<file path="src/rtl/twslv_pkg.sv">
package twslv_pkg;
  localparam int SEL_W = 3;

  typedef enum logic [2:0] {
    ST_IDLE,
    ST_DEV,
    ST_AHI,
    ST_ALO,
    ST_WDAT,
    ST_ACK,
    ST_RDAT,
    ST_MACK
  } st_e;
endpackage

</file>
<file path="src/rtl/twslv_line_sync.sv">
module twslv_line_sync #(
  parameter int STAGES = 2
) (
  input  logic clk,
  input  logic rst_n,
  input  logic scl_i,
  input  logic sda_i,
  output logic sda,
  output logic scl_rise,
  output logic scl_fall,
  output logic start_det,
  output logic stop_det
);
  logic [STAGES-1:0] scl_sh, sda_sh;
  logic scl, scl_d, sda_d;

  always_ff @(posedge clk or negedge rst_n) begin
    if (!rst_n) begin
      scl_sh <= '1;
      sda_sh <= '1;
      scl_d  <= 1'b1;
      sda_d  <= 1'b1;
    end else begin
      scl_sh <= {scl_sh[STAGES-2:0], scl_i};
      sda_sh <= {sda_sh[STAGES-2:0], sda_i};
      scl_d  <= scl;
      sda_d  <= sda;
    end
  end

  assign scl       = scl_sh[STAGES-1];
  assign sda       = sda_sh[STAGES-1];
  assign scl_rise  = scl & ~scl_d;
  assign scl_fall  = ~scl & scl_d;
  // line changes while the clock stays high mark bus conditions
  assign start_det = scl & scl_d & sda_d & ~sda;
  assign stop_det  = scl & scl_d & ~sda_d & sda;
endmodule

</file>
<file path="src/rtl/twslv_addr_ctr.sv">
module twslv_addr_ctr #(
  parameter int ADDR_W = 14,
  parameter int BYTE_W = 5
) (
  input  logic              clk,
  input  logic              rst_n,
  input  logic              ld_hi,
  input  logic              ld_lo,
  input  logic [ADDR_W-9:0] hi_bits,
  input  logic [7:0]        lo_bits,
  input  logic              inc_page,
  input  logic              inc_full,
  output logic [ADDR_W-1:0] addr
);
  localparam logic [ADDR_W-1:0] A_ONE = 1;
  localparam logic [BYTE_W-1:0] B_ONE = 1;

  always_ff @(posedge clk or negedge rst_n) begin
    if (!rst_n) begin
      addr <= '0;
    end else if (ld_hi) begin
      addr[ADDR_W-1:8] <= hi_bits;
    end else if (ld_lo) begin
      addr[7:0] <= lo_bits;
    end else if (inc_full) begin
      addr <= addr + A_ONE;
    end else if (inc_page) begin
      addr[BYTE_W-1:0] <= addr[BYTE_W-1:0] + B_ONE;
    end
  end
endmodule

</file>
<file path="src/rtl/twslv_engine.sv">
module twslv_engine
  import twslv_pkg::*;
#(
  parameter logic [3:0] DEV_TYPE = 4'b1010
) (
  input  logic             clk,
  input  logic             rst_n,
  input  logic             scl_rise,
  input  logic             scl_fall,
  input  logic             sda,
  input  logic             start_det,
  input  logic             stop_det,
  input  logic [SEL_W-1:0] sel,
  input  logic [7:0]       rdata,
  output logic             sda_oe,
  output logic [7:0]       data_q,
  output logic             ld_hi,
  output logic             ld_lo,
  output logic             inc_page,
  output logic             inc_full,
  output logic             wr_en,
  output logic             rd_en
);
  st_e        state, nxt;
  logic [2:0] cnt;
  logic [7:0] tx;
  logic       ack_drive, mack_ok, fetch_pend;
  logic [7:0] rx_byte;
  logic       dev_hit;

  assign rx_byte = {data_q[6:0], sda};
  assign dev_hit = (rx_byte[7:4] == DEV_TYPE) && (rx_byte[3:1] == sel);

  always_ff @(posedge clk or negedge rst_n) begin
    if (!rst_n) begin
      state      <= ST_IDLE;
      nxt        <= ST_IDLE;
      cnt        <= '0;
      tx         <= '0;
      data_q     <= '0;
      ack_drive  <= 1'b0;
      mack_ok    <= 1'b0;
      fetch_pend <= 1'b0;
      sda_oe     <= 1'b0;
      ld_hi      <= 1'b0;
      ld_lo      <= 1'b0;
      inc_page   <= 1'b0;
      inc_full   <= 1'b0;
      wr_en      <= 1'b0;
      rd_en      <= 1'b0;
    end else begin
      ld_hi      <= 1'b0;
      ld_lo      <= 1'b0;
      inc_page   <= 1'b0;
      inc_full   <= 1'b0;
      wr_en      <= 1'b0;
      rd_en      <= 1'b0;
      fetch_pend <= rd_en;
      if (fetch_pend) tx <= rdata;

      if (stop_det) begin
        state  <= ST_IDLE;
        sda_oe <= 1'b0;
      end else if (start_det) begin
        state     <= ST_DEV;
        cnt       <= '0;
        ack_drive <= 1'b0;
        sda_oe    <= 1'b0;
      end else begin
        case (state)
          ST_DEV, ST_AHI, ST_ALO, ST_WDAT: begin
            if (scl_rise) begin
              data_q <= rx_byte;
              cnt    <= cnt + 3'd1;
              if (cnt == 3'd7) begin
                state     <= ST_ACK;
                ack_drive <= 1'b0;
                case (state)
                  ST_DEV: begin
                    if (!dev_hit) begin
                      state <= ST_IDLE;
                    end else if (rx_byte[0]) begin
                      nxt      <= ST_RDAT;
                      rd_en    <= 1'b1;
                      inc_full <= 1'b1;
                    end else begin
                      nxt <= ST_AHI;
                    end
                  end
                  ST_AHI: begin
                    ld_hi <= 1'b1;
                    nxt   <= ST_ALO;
                  end
                  ST_ALO: begin
                    ld_lo <= 1'b1;
                    nxt   <= ST_WDAT;
                  end
                  default: begin
                    wr_en    <= 1'b1;
                    inc_page <= 1'b1;
                    nxt      <= ST_WDAT;
                  end
                endcase
              end
            end
          end
          ST_ACK: begin
            if (scl_fall) begin
              if (!ack_drive) begin
                ack_drive <= 1'b1;
                sda_oe    <= 1'b1;
              end else begin
                ack_drive <= 1'b0;
                state     <= nxt;
                cnt       <= '0;
                sda_oe    <= (nxt == ST_RDAT) ? ~tx[7] : 1'b0;
              end
            end
          end
          ST_RDAT: begin
            if (scl_fall) begin
              if (cnt == 3'd7) begin
                sda_oe <= 1'b0;
                state  <= ST_MACK;
              end else begin
                sda_oe <= ~tx[6];
                tx     <= {tx[6:0], 1'b0};
                cnt    <= cnt + 3'd1;
              end
            end
          end
          ST_MACK: begin
            if (scl_rise) begin
              mack_ok <= ~sda;
              if (!sda) begin
                rd_en    <= 1'b1;
                inc_full <= 1'b1;
              end
            end
            if (scl_fall) begin
              if (mack_ok) begin
                state  <= ST_RDAT;
                cnt    <= '0;
                sda_oe <= ~tx[7];
              end else begin
                state <= ST_IDLE;
              end
            end
          end
          default: ;
        endcase
      end
    end
  end
endmodule

</file>
<file path="src/rtl/twslv_top.sv">
module twslv_top
  import twslv_pkg::*;
#(
  parameter int         ADDR_W      = 14,
  parameter int         BYTE_W      = 5,
  parameter logic [3:0] DEV_TYPE    = 4'b1010,
  parameter int         SYNC_STAGES = 2
) (
  input  logic                     clk,
  input  logic                     rst_n,
  input  logic                     scl_i,
  input  logic                     sda_i,
  input  logic [SEL_W-1:0]         sel_i,
  output logic                     sda_oe,
  output logic [ADDR_W-BYTE_W-1:0] mem_page,
  output logic [BYTE_W-1:0]        mem_byte,
  output logic                     mem_wr_en,
  output logic [7:0]               mem_wdata,
  output logic                     mem_rd_en,
  input  logic [7:0]               mem_rdata
);
  localparam int HI_W = ADDR_W - 8;

  logic              sda_w, scl_rise_w, scl_fall_w, start_det_w, stop_det_w;
  logic [7:0]        data_w;
  logic              ld_hi_w, ld_lo_w, inc_page_w, inc_full_w;
  logic [ADDR_W-1:0] addr_w;

  twslv_line_sync #(.STAGES(SYNC_STAGES)) u_sync (
    .clk      (clk),
    .rst_n    (rst_n),
    .scl_i    (scl_i),
    .sda_i    (sda_i),
    .sda      (sda_w),
    .scl_rise (scl_rise_w),
    .scl_fall (scl_fall_w),
    .start_det(start_det_w),
    .stop_det (stop_det_w)
  );

  twslv_engine #(.DEV_TYPE(DEV_TYPE)) u_eng (
    .clk      (clk),
    .rst_n    (rst_n),
    .scl_rise (scl_rise_w),
    .scl_fall (scl_fall_w),
    .sda      (sda_w),
    .start_det(start_det_w),
    .stop_det (stop_det_w),
    .sel      (sel_i),
    .rdata    (mem_rdata),
    .sda_oe   (sda_oe),
    .data_q   (data_w),
    .ld_hi    (ld_hi_w),
    .ld_lo    (ld_lo_w),
    .inc_page (inc_page_w),
    .inc_full (inc_full_w),
    .wr_en    (mem_wr_en),
    .rd_en    (mem_rd_en)
  );

  twslv_addr_ctr #(.ADDR_W(ADDR_W), .BYTE_W(BYTE_W)) u_ctr (
    .clk     (clk),
    .rst_n   (rst_n),
    .ld_hi   (ld_hi_w),
    .ld_lo   (ld_lo_w),
    .hi_bits (data_w[HI_W-1:0]),
    .lo_bits (data_w),
    .inc_page(inc_page_w),
    .inc_full(inc_full_w),
    .addr    (addr_w)
  );

  assign mem_page  = addr_w[ADDR_W-1:BYTE_W];
  assign mem_byte  = addr_w[BYTE_W-1:0];
  assign mem_wdata = data_w;
endmodule

</file>
<file path="config.mk">
export PLATFORM = sky130hd
export DESIGN_NAME = twslv_top
export DESIGN_NICKNAME = d
export VERILOG_FILES = /design/src/rtl/twslv_pkg.sv /design/src/rtl/twslv_line_sync.sv /design/src/rtl/twslv_addr_ctr.sv /design/src/rtl/twslv_engine.sv /design/src/rtl/twslv_top.sv
export SDC_FILE = /design/constraint.sdc
export NUM_CORES = 1
export LEC_CHECK = 0
export BUFFER_PORTS_ARGS = -buffer_cell sky130_fd_sc_hd__buf_2
export CAP_MARGIN = 20
export CORE_MARGIN = 2
export CORE_UTILIZATION = 40
export DETAILED_ROUTE_END_ITERATION = 8
export GPL_TIMING_DRIVEN = 0
export HOLD_SLACK_MARGIN = 0.1
export PLACE_DENSITY = 0.69
export RECOVER_POWER = 25
export SYNTH_ARGS = -nofsm -noshare
export SYNTH_HDL_FRONTEND = slang
export SYNTH_HIERARCHICAL = 1
export SYNTH_SLANG_ARGS = --single-unit
</file>
<file path="constraint.sdc">
create_clock -name clk -period 2.7 [get_ports clk]
set_input_delay 0.54 -clock clk [delete_from_list [all_inputs] [get_ports clk]]
set_output_delay 0.54 -clock clk [all_outputs]
set_load 0.005 [all_outputs]
</file>
* Word level (Yosys, flattened, before mapping) *
Index checks and enable logic that the tools add are counted.

storage, ports and cells
  register bits after elaboration = 53
  input port bits = 15
  output and inout bits = 25
  logic and storage cells = 169

cells by class
  $add $sub $neg = 3
  equality and inequality tests = 29
  muxes and demuxes = 81
  bitwise gates (word level) = 16
  reduce and logical (&&, ||, !) cells = 20

operator list
  operator                                                                 count
  3-bit two-way mux                                                        22
  8-bit two-way mux                                                        7
  1-bit two-way mux                                                        41
  3-bit case mux with 4 select lines                                       2
  3-bit equality test, second input constant                               6
  4-bit by 3-bit inequality test with 1-bit output, second input constant  4
  4-bit inequality test, second input constant                             4
  3-bit inequality test, second input constant                             5
  14-bit by 1-bit adder with 14-bit output, second input constant          1
  6-bit two-way mux                                                        2
  5-bit two-way mux                                                        2
  5-bit AND reduction                                                      2
  5-bit nonzero test                                                       2
  9-bit two-way mux                                                        1
  3-bit by 2-bit inequality test with 1-bit output, second input constant  3
  1-bit inverter                                                           9
  9-bit AND reduction                                                      1
  4-bit AND reduction                                                      2
  8-bit AND reduction                                                      1
  1-bit AND                                                                7
  3-bit by 2-bit equality test with 1-bit output, second input constant    2
  3-bit case mux with 2 select lines                                       1
  2-bit AND reduction                                                      3
  6-bit AND reduction                                                      1
  14 further kinds                                                         18

* Logic depth before layout (Yosys ltp) *
Gate-level depths: netlist of run 1.

  depth after elaboration = 9
  mapped depth = 7
  mapped depth without buffers = 7

* Hierarchy *
The synthesis of run 1 kept the hierarchy.

modules (own cells, without submodules)
  module           instances  cells an instance  area each (um^2)  seq. area each (um^2)
  twslv_engine     1          178                1834.3            825.8
  twslv_addr_ctr   1          91                 890.9             350.3
  twslv_line_sync  1          10                 190.2             157.7

* Worst setup path before layout of run 1 *
OpenSTA, ideal clock, no wires.

  path type = reg2reg
  from = reg u_sync.sda_sh[1]
  to = reg u_eng.data_q[0]
  library setup time = 0.125 ns
  arrival = 1.771 ns
  data required time = 2.575 ns
  slack = 0.805 ns
  cell stages (with the launch flop) = 6
  path buffers = 1
  period minus slack after synthesis = 1.895 ns
  path through = dfstp_2 > and4b_1 > clkbuf_1 > nor2_2 > nand4_1 > mux2_2

on the way
  word-level cells in the longest chain between the ends = 4
  elaborated cells on any way between the ends = 6
  classes of those cells = bitwise: 5; reduce/logical: 1

RTL lines
  element                               line                   text
  from (decl)                           twslv_line_sync.sv:14  logic [STAGES-1:0] scl_sh, sda_sh;
  from (signal assigned)                twslv_line_sync.sv:25  sda_sh <= {sda_sh[STAGES-2:0], sda_i};
  1-bit inverter                        twslv_line_sync.sv:36  assign start_det = scl & scl_d & sda_d & ~sda;
  1-bit AND                             twslv_line_sync.sv:36
  via start_det_w                       twslv_top.sv:24        logic sda_w, scl_rise_w, scl_fall_w, start_det_w, stop_det_w;
  1-bit inverter (no source line)       --
  4-bit AND reduction (no source line)  --
  to (signal assigned)                  twslv_engine.sv:73     data_q <= rx_byte;
  to (decl)                             twslv_engine.sv:16     output logic [7:0] data_q,

The timed path passes the listed nets, and every way through them passes these cells.
A chain may end at the register's enable or synchronous reset.

* Final worst setup path of run 1 *
  from = reg u_sync.sda_sh[1]
  to = reg u_eng.data_q[4]

The elaborated chain is that of the path after synthesis.

==> results of run 1 <==
worst reg2reg max path, stage by stage, from the launching register on:
cell      delay, ns
dfstp_1        0.68
and4b_1        0.24
clkbuf_1       0.25
nor2_2         0.28
nand4_1        0.42
mux2_2         0.43
logic make-up after synthesis:
family | after synthesis | synth area share, %
simple gates | 106 | 23.3
compound gates | 62 | 14.5
flops | 53 | 45.8
mux | 25 | 9.10
buf+inv | 21 | 3.39
xor+xnor | 9 | 2.70
fa+ha+maj | 3 | 1.29
synthesized netlist by cell type (2+ instances only):
cell        n  share of area, %
nor2b_1     8               1.7
nor3_1     13               2.2
a31oi_1     2              0.43
buf_1       3              0.39
a211oi_1    2              0.51
ha_1        3               1.3
o21ai_0     9               1.5
nand2_1    19               2.4
mux2i_1    13               4.5
and2_1      2              0.43
xor2_1      6               1.8
o21ai_1     6               1.0
nor2_1     23               3.0
buf_4       3              0.77
a22oi_1     5               1.3
clkbuf_1    3              0.39
nand3_1     5              0.86
dfstp_2     6               5.4
inv_1       5              0.64
buf_2       7               1.2
dfrtp_1    47                40
a2111oi_2   2               1.0
a22o_1      3              0.90
and4b_1     2              0.69
a21oi_1    18               3.1
mux2_2     12               4.6
nor4_2      6               2.6
nor4_1      4              0.86
xnor2_1     3              0.90
nand4_1     5               1.1
layer usage:
layer | routed length [um] | vias to the layer above | GRT usage (%)
met5 | 0 | - | 0
met4 | 89 | 0 | 5.29
met3 | 370 | 11 | 2.31
met2 | 2970 | 86 | 27.1
met1 | 2980 | 1142 | 24.1
li1 | - | 1119 | -
worst min path at each step:
| stage | cells past startpoint | from | to | slack (ns) |
|---|---|---|---|---|
| global placement | 0 | u_sync/sda_sh[0]$_DFF_PN1_ | u_sync/sda_sh[1]$_DFF_PN1_ | 0.35 |
| finish | 1 | scl_i | u_sync/scl_sh[0]$_DFF_PN1_ | 0.33 |
| detailed placement | 0 | u_sync/scl_sh[0]$_DFF_PN1_ | u_sync/scl_sh[1]$_DFF_PN1_ | 0.35 |
| CTS | 1 | rst_n | u_eng/cnt[1]$_DFFE_PN0P_ | 0.19 |
| global route | 1 | scl_i | u_sync/scl_sh[0]$_DFF_PN1_ | 0.32 |
| floorplan | 0 | rst_n | u_ctr/addr[0]$_DFFE_PN0P_ | 0.24 |
state kept, by name, indices dropped and copies added (netlist names):
signal and count:
u_ctr/addr 14, u_eng/ack_drive 1, u_eng/cnt 3, u_eng/data_q 8, u_eng/fetch_pend 1, u_eng/ld_hi 1
u_eng/ld_lo 1, u_eng/mack_ok 1, u_eng/nxt 3, u_eng/rd_en 1, u_eng/sda_oe 1, u_eng/state 3
u_eng/tx 8, u_eng/wr_en 1, u_sync/scl_d 1, u_sync/scl_sh 2, u_sync/sda_d 1, u_sync/sda_sh 2
through the flow:
stage / worst slack (ns) / hold slack [ns] / power, W / utilization, % / instance area, um2
6_report: 0.300 / 0.328 / 0.00212 / 46.6 / 3330
3_3_place_gp: 0.448 / 0.346 / 0.00165 / 45.3 / 3230
5_1_grt: 0.193 / 0.317 / 0.00225 / 46.6 / 3330
3_5_place_dp: 0.441 / 0.347 / 0.00167 / 45.6 / 3250
2_1_floorplan: 0.805 / 0.244 / 0.00145 / - / 2920
4_1_cts: 0.412 / 0.193 / 0.00214 / 46.9 / 3340
where the power goes:
part | switching, W | internal (W)
clock network | 0.000252 | 0.000203
registers | 0.000157 | 0.000908
logic | 0.000310 | 0.000286
final cells by class:
type                    count  area [um2]  share of cell area (%)
well taps                  99         124                    3.72
inverters                   5        18.8                   0.564
flip-flops and latches     53        1330                    40.1
plain buffers              16        80.1                    2.41
clock buffers               6        82.6                    2.48
clock inverters             1        7.51                   0.226
multi-input cells         205        1480                    44.5
repair buffers             40         199                    5.98
==> results by group, run 1 <==
Worst setup path
  – Reg-to-Reg End: u_eng/data_q[4]$_DFFE_PN0P_
  – Path depth of the worst reg2reg path: 5
  – Critical Path End Type: flip-flop
  – Reg-to-reg slack, setup: approximately 0.3 ns
  – Worst path top cell family by delay: simple AND/OR/NAND/NOR gates
  – Largest stage delay, worst path: approximately 0.7 ns
  – Critical Path Stages: 5
  – Worst flop-to-flop path startpoint: u_sync/sda_sh[1]$_DFF_PN1_
  – Cell breakdown of the critical path: and4b_1 > clkbuf_1 > nor2_2 > nand4_1 > mux2_2
  – Crit-path max FO: 9
  – Worst setup path class: flip-flop to flip-flop
  – Crit path to: u_eng/data_q[4]$_DFFE_PN0P_
  – WP data arrival: between 2 and 3 ns
  – Worst Path Required: roughly 2.9 ns
  – Worst setup SP type: flip-flop
  – Setup crit start: u_sync/sda_sh[1]$_DFF_PN1_
  – Buf/Inv on CP: 1
  – Crit-path slowest cell: dfstp_1

Die
  – Core area: 7140 um2
  – Die area: roughly 8000 um2
  – Io pins: 40
  – Rows: 31
  – Die Y: ~89 um
  – Die W: just under 90 um
  – Initial Utilization: roughly two fifths

Route
  – Post-route ant nets: 0
  – Drt total wl: roughly 6400 um
  – Vias: approximately 2400
  – Pre-antenna DRT Iters: 4
  – DRC viols: 0
  – WL per Instance: 15.1 um
  – Detailed Route Iter0 Violations: 182
  – Via/cell ratio: around 5.5

Clock tree
  – Clock Path Buffers: 2
  – CTS Buf Count: 5
  – CTS Sinks: 53
  – Post-CTS Resized: 0
  – Clock Latency Late Sink: approximately 0.30 ns
  – Root buf cell: clkbuf_8
  – Clk pin slew, worst setup/hold paths: around 0.09 ns
  – Setup Buffers After CTS: 0
  – H-tree depth: 2
  – CTS tree: done
  – CTS Hold Bufs: 0

Placement
  – GP Congestion: between 0.9 and 1
  – PortBufs: 39
  – HPWL Detailed: ~4600 um
  – DP Cell Count: ~420

Timing
  – Max-slew violations: 0
  – RSZ-0062 raised after global routing: no
  – Slew @ Worst Pin: around 1.1 ns
  – Final setup fails: 0
  – Fin crit period: around 2.4 ns
  – Fin Clk Skew: around 0.012 ns
  – Fin. Hold Viols: 0
  – Fin crit share: about nine tenths
  – Sum Neg Setup Slack: 0 ns
  – Maximum clock rate: about 0.42 GHz
  – Relative slew slack: approximately a quarter

GRT
  – Pin count of the biggest net entering global routing: 34
  – GR Overflow Total: 0
  – First-pass GRT wire length: approximately 11000 um
  – Vias in the first global route: ~2200
  – Gr usage total: 17.0%
  – Initial antenna violation count: 0

Cells and area
  – Share of layout cells above drive strength 1: between 20% and 30%
  – Filler instances: 720
  – Layout area overhead: 14.2%
  – Commonest non-fill, non-tap cell in the layout: dfrtp_1
  – Antenna cell count: 0
  – Commonest cells after routing, fill and taps aside: dfrtp_1, buf_2, nor2_1, nand2_1, a21oi_1
  – Layout Cells excl Fill: about 430
  – Final #Nets: around 340

Synth
  – Seq cells post-synth: between 50 and 60
  – Post-synth EDFFs: 0
  – Synth warn: 6
  – FFs w/ async S/R, synth: between 90% and 100%
  – Main synth FF type: dfrtp_1
  – Sequential share of the synthesized area: between 40% and 50%
  – Cells after synthesis: roughly 280
  – Mapped Area: about 2900 um2
  – Post-synthesis average cell area: 10.4 um2
  – Distinct cells, synth: 64
  – Post-Syn Nets: just under 300

Hold path
  – Hold/Removal Path Class: input pin to flip-flop

Power
  – P_leak: 1.40 nW
  – Pwr Density: around 640 nW/um2
  – Peak VDD IR: around 0.33 mV

Run status
  – Run status: finished clean

Flow run
  – Number of max-cap violations: 0
No activity file was read; power rests on OpenSTA's default activity.
==> run 2: changes to the inputs <==
--- a/config.mk
+++ b/config.mk
@@ -8,11 +8,12 @@
 export BUFFER_PORTS_ARGS = -buffer_cell sky130_fd_sc_hd__buf_2
 export CAP_MARGIN = 20
 export CORE_MARGIN = 2
-export CORE_UTILIZATION = 40
+export CORE_UTILIZATION = 45
+export CTS_BUF_LIST = sky130_fd_sc_hd__clkbuf_4
 export DETAILED_ROUTE_END_ITERATION = 8
 export GPL_TIMING_DRIVEN = 0
 export HOLD_SLACK_MARGIN = 0.1
-export PLACE_DENSITY = 0.69
+export PLACE_DENSITY = 0.75
 export RECOVER_POWER = 25
 export SYNTH_ARGS = -nofsm -noshare
 export SYNTH_HDL_FRONTEND = slang
==> results by group, run 2 (synthesis gave the netlist of run 1 again) <==
Placement
  – HPWL Detailed: 4530 um (-0.94%)
  – DP Cell Count: 396 (-5.3%)
  – PortBufs: 39 (unchanged)
  – GP Congestion: 0.912 (-0.91%)

Clock tree
  – Root buf cell: clkbuf_4
  – CTS tree: done
  – Clock Path Buffers: 2 (unchanged)
  – CTS Buf Count: 5 (unchanged)
  – Clk pin slew, worst setup/hold paths: 0.14 ns (+0.05 ns)
  – Clock Latency Late Sink: 0.38 ns (+0.08 ns)
  – H-tree depth: 2 (unchanged)
  – Setup Buffers After CTS: 0 (unchanged)
  – CTS Hold Bufs: 1 (+1)
  – CTS Sinks: 53 (unchanged)
  – Post-CTS Resized: 0 (unchanged)

Cells and area
  – Final #Nets: 345 (+0.29%)
  – Share of layout cells above drive strength 1: 29.0% (+0.13 points)
  – Antenna cell count: 0 (unchanged)
  – Storage cell area: 1330 um2 (unchanged)
  – Layout area overhead: 14.0%
  – Layout Cells excl Fill: 405 (-4.7%)
  – Largest register FFs: 14 (unchanged)
  – Commonest non-fill, non-tap cell in the layout: dfrtp_1
  – Commonest cells after routing, fill and taps aside: dfrtp_1, buf_2, nor2_1, nand2_1, a21oi_1
  – Largest reg by FF count: u_ctr/addr
  – Largest registers: u_ctr/addr (14), u_eng/data_q (8), u_eng/tx (8)
  – Filler instances: 580 (-19%)
  – Multi-input combinational cell area: 1480 um2 (unchanged)

Timing
  – Maximum clock rate: 0.424 GHz (+1.9%)
  – Fin crit share: 87.3% (-1.6 points)
  – Final setup fails: 0 (unchanged)
  – Slew @ Worst Pin: 0.972 ns (-0.134 ns)
  – Fin. Hold Viols: 0 (unchanged)
  – Fin Clk Skew: 0.0147 ns (+0.00245 ns)
  – Relative slew slack: 35.2% (+9.0 points)
  – Sum Neg Setup Slack: 0 ns (unchanged)
  – Max-slew violations: 0 (unchanged)
  – Fin crit period: 2.36 ns (-0.0436 ns)
  – RSZ-0062 raised after global routing: no

GRT
  – GR Overflow Total: 0 (unchanged)
  – Pin count of the biggest net entering global routing: 41 (+21%)
  – Initial antenna violation count: 0 (unchanged)
  – Vias in the first global route: 2203 (+0.18%)
  – First-pass GRT wire length: 10800 um (+0.84%)
  – Gr usage total: 18.5% (+1.5 points)

Route
  – Pre-antenna DRT Iters: 5 (+1)
  – Drt total wl: 6360 um (-0.75%)
  – Via/cell ratio: 5.82 (+4.8%)
  – Detailed Route Iter0 Violations: 125 (-31%)
  – Vias: 2356 (-0.085%)
  – Post-route ant nets: 0 (unchanged)
  – WL per Instance: 15.7 um (+4.2%)
  – DRC viols: 0 (unchanged)

Worst setup path
  – Crit-path max FO: 9 (unchanged)
  – WP data arrival: 2.63 ns (+0.05 ns)
  – Critical Path End Type: flip-flop
  – Worst setup SP type: flip-flop
  – Worst Path Required: 2.97 ns (+0.09 ns)
  – Worst setup path class: flip-flop to flip-flop

Power
  – Pwr Density: 663 nW/um2 (+4.2%)
  – P_leak: 1.41 nW (+1.2%)
  – Peak VDD IR: 0.350 mV (+5.5%)

Die
  – Die Y: 84.5 um (-5.5%)
  – Core area: 6310 um2 (-12%)
  – Die area: 7140 um2 (-11%)
  – Io pins: 40 (unchanged)
  – Die W: 84.5 um (-5.5%)
  – Initial Utilization: 46.2% (+5.3 points)
  – Rows: 29 (-6.5%)

Hold path
  – Hold/Removal Path Class: input pin to flip-flop

Run status
  – Run status: finished clean

Flow run
  – Number of max-cap violations: 0 (unchanged)
## run 2: cell types whose count changed in the layout (fill, tap and decap cells not counted)
cell | before | now
clkinv_2 | 0 | 1
clkinvlp_4 | 1 | 0
dlygate4sd3_1 | 0 | 1
clkbuf_8 | 6 | 0
bufinv_16 | 0 | 2
clkbuf_4 | 0 | 5
## run 2: layer usage
metal / global-route usage, % / vias to the layer above / wire (um)
li1: - / 1126 / -
met1: 27.4 / 1144 / 2980
met2: 27.8 / 76 / 2950
met3: 3.74 / 10 / 348
met4: 4.62 / 0 / 82
met5: 0 / - / 0
## run 2: cell type report
cell class / instances / share of cell area, %
multi-input cells: 205 / 44.6
repair buffers: 41 / 6.29
clock buffers: 5 / 1.13
inverters: 5 / 0.565
flip-flops and latches: 53 / 40.1
clock inverters: 3 / 1.96
plain buffers: 16 / 2.41
well taps: 77 / 2.90
## run 2: critical path, cell delays in order (launching register included)
cell and delay (ns):
dfstp_1 0.70, and4b_1 0.23, clkbuf_1 0.24, nor2_2 0.27, nand4_1 0.40, mux2_2 0.41
## run 2: report_power, final
group / internal (W) / leakage (nW) / total [W] / switching (W)
clock: 0.000287 / 0.0552 / 0.000541 / 0.000255
combinational: 0.000287 / 0.715 / 0.000594 / 0.000307
sequential: 0.000908 / 0.640 / 0.00107 / 0.000160
## run 2: per-stage QoR
| step | total power, W | setup WS (ns) | hold WS, ns | utilization [%] | cell area, um2 |
|---|---|---|---|---|---|
| detailed placement | 0.00168 | 0.471 | 0.347 | 51.1 | 3230 |
| global placement | 0.00164 | 0.473 | 0.346 | 50.8 | 3210 |
| CTS | 0.00223 | 0.446 | 0.231 | 52.9 | 3340 |
| floorplan | 0.00145 | 0.805 | 0.244 | - | 2920 |
| finish | 0.00220 | 0.344 | 0.245 | 52.6 | 3320 |
| global route | 0.00233 | 0.177 | 0.215 | 52.6 | 3320 |
## run 2: final timing paths
path	endpoint	slack, ns	startpoint	cells after the start
min in group asynchronous	u_eng/state[0]$_DFFE_PN0P_	0.70	rst_n	2
hold / removal	u_sync/scl_sh[0]$_DFF_PN1_	0.25	scl_i	1
setup / recovery	u_eng/data_q[5]$_DFFE_PN0P_	0.34	u_sync/sda_sh[1]$_DFF_PN1_	5
hold reg to reg	u_sync/sda_sh[1]$_DFF_PN1_	0.37	u_sync/sda_sh[0]$_DFF_PN1_	0
max in group asynchronous	u_eng/data_q[1]$_DFFE_PN0P_	0.58	rst_n	3
setup reg to reg	u_eng/data_q[5]$_DFFE_PN0P_	0.34	u_sync/sda_sh[1]$_DFF_PN1_	5
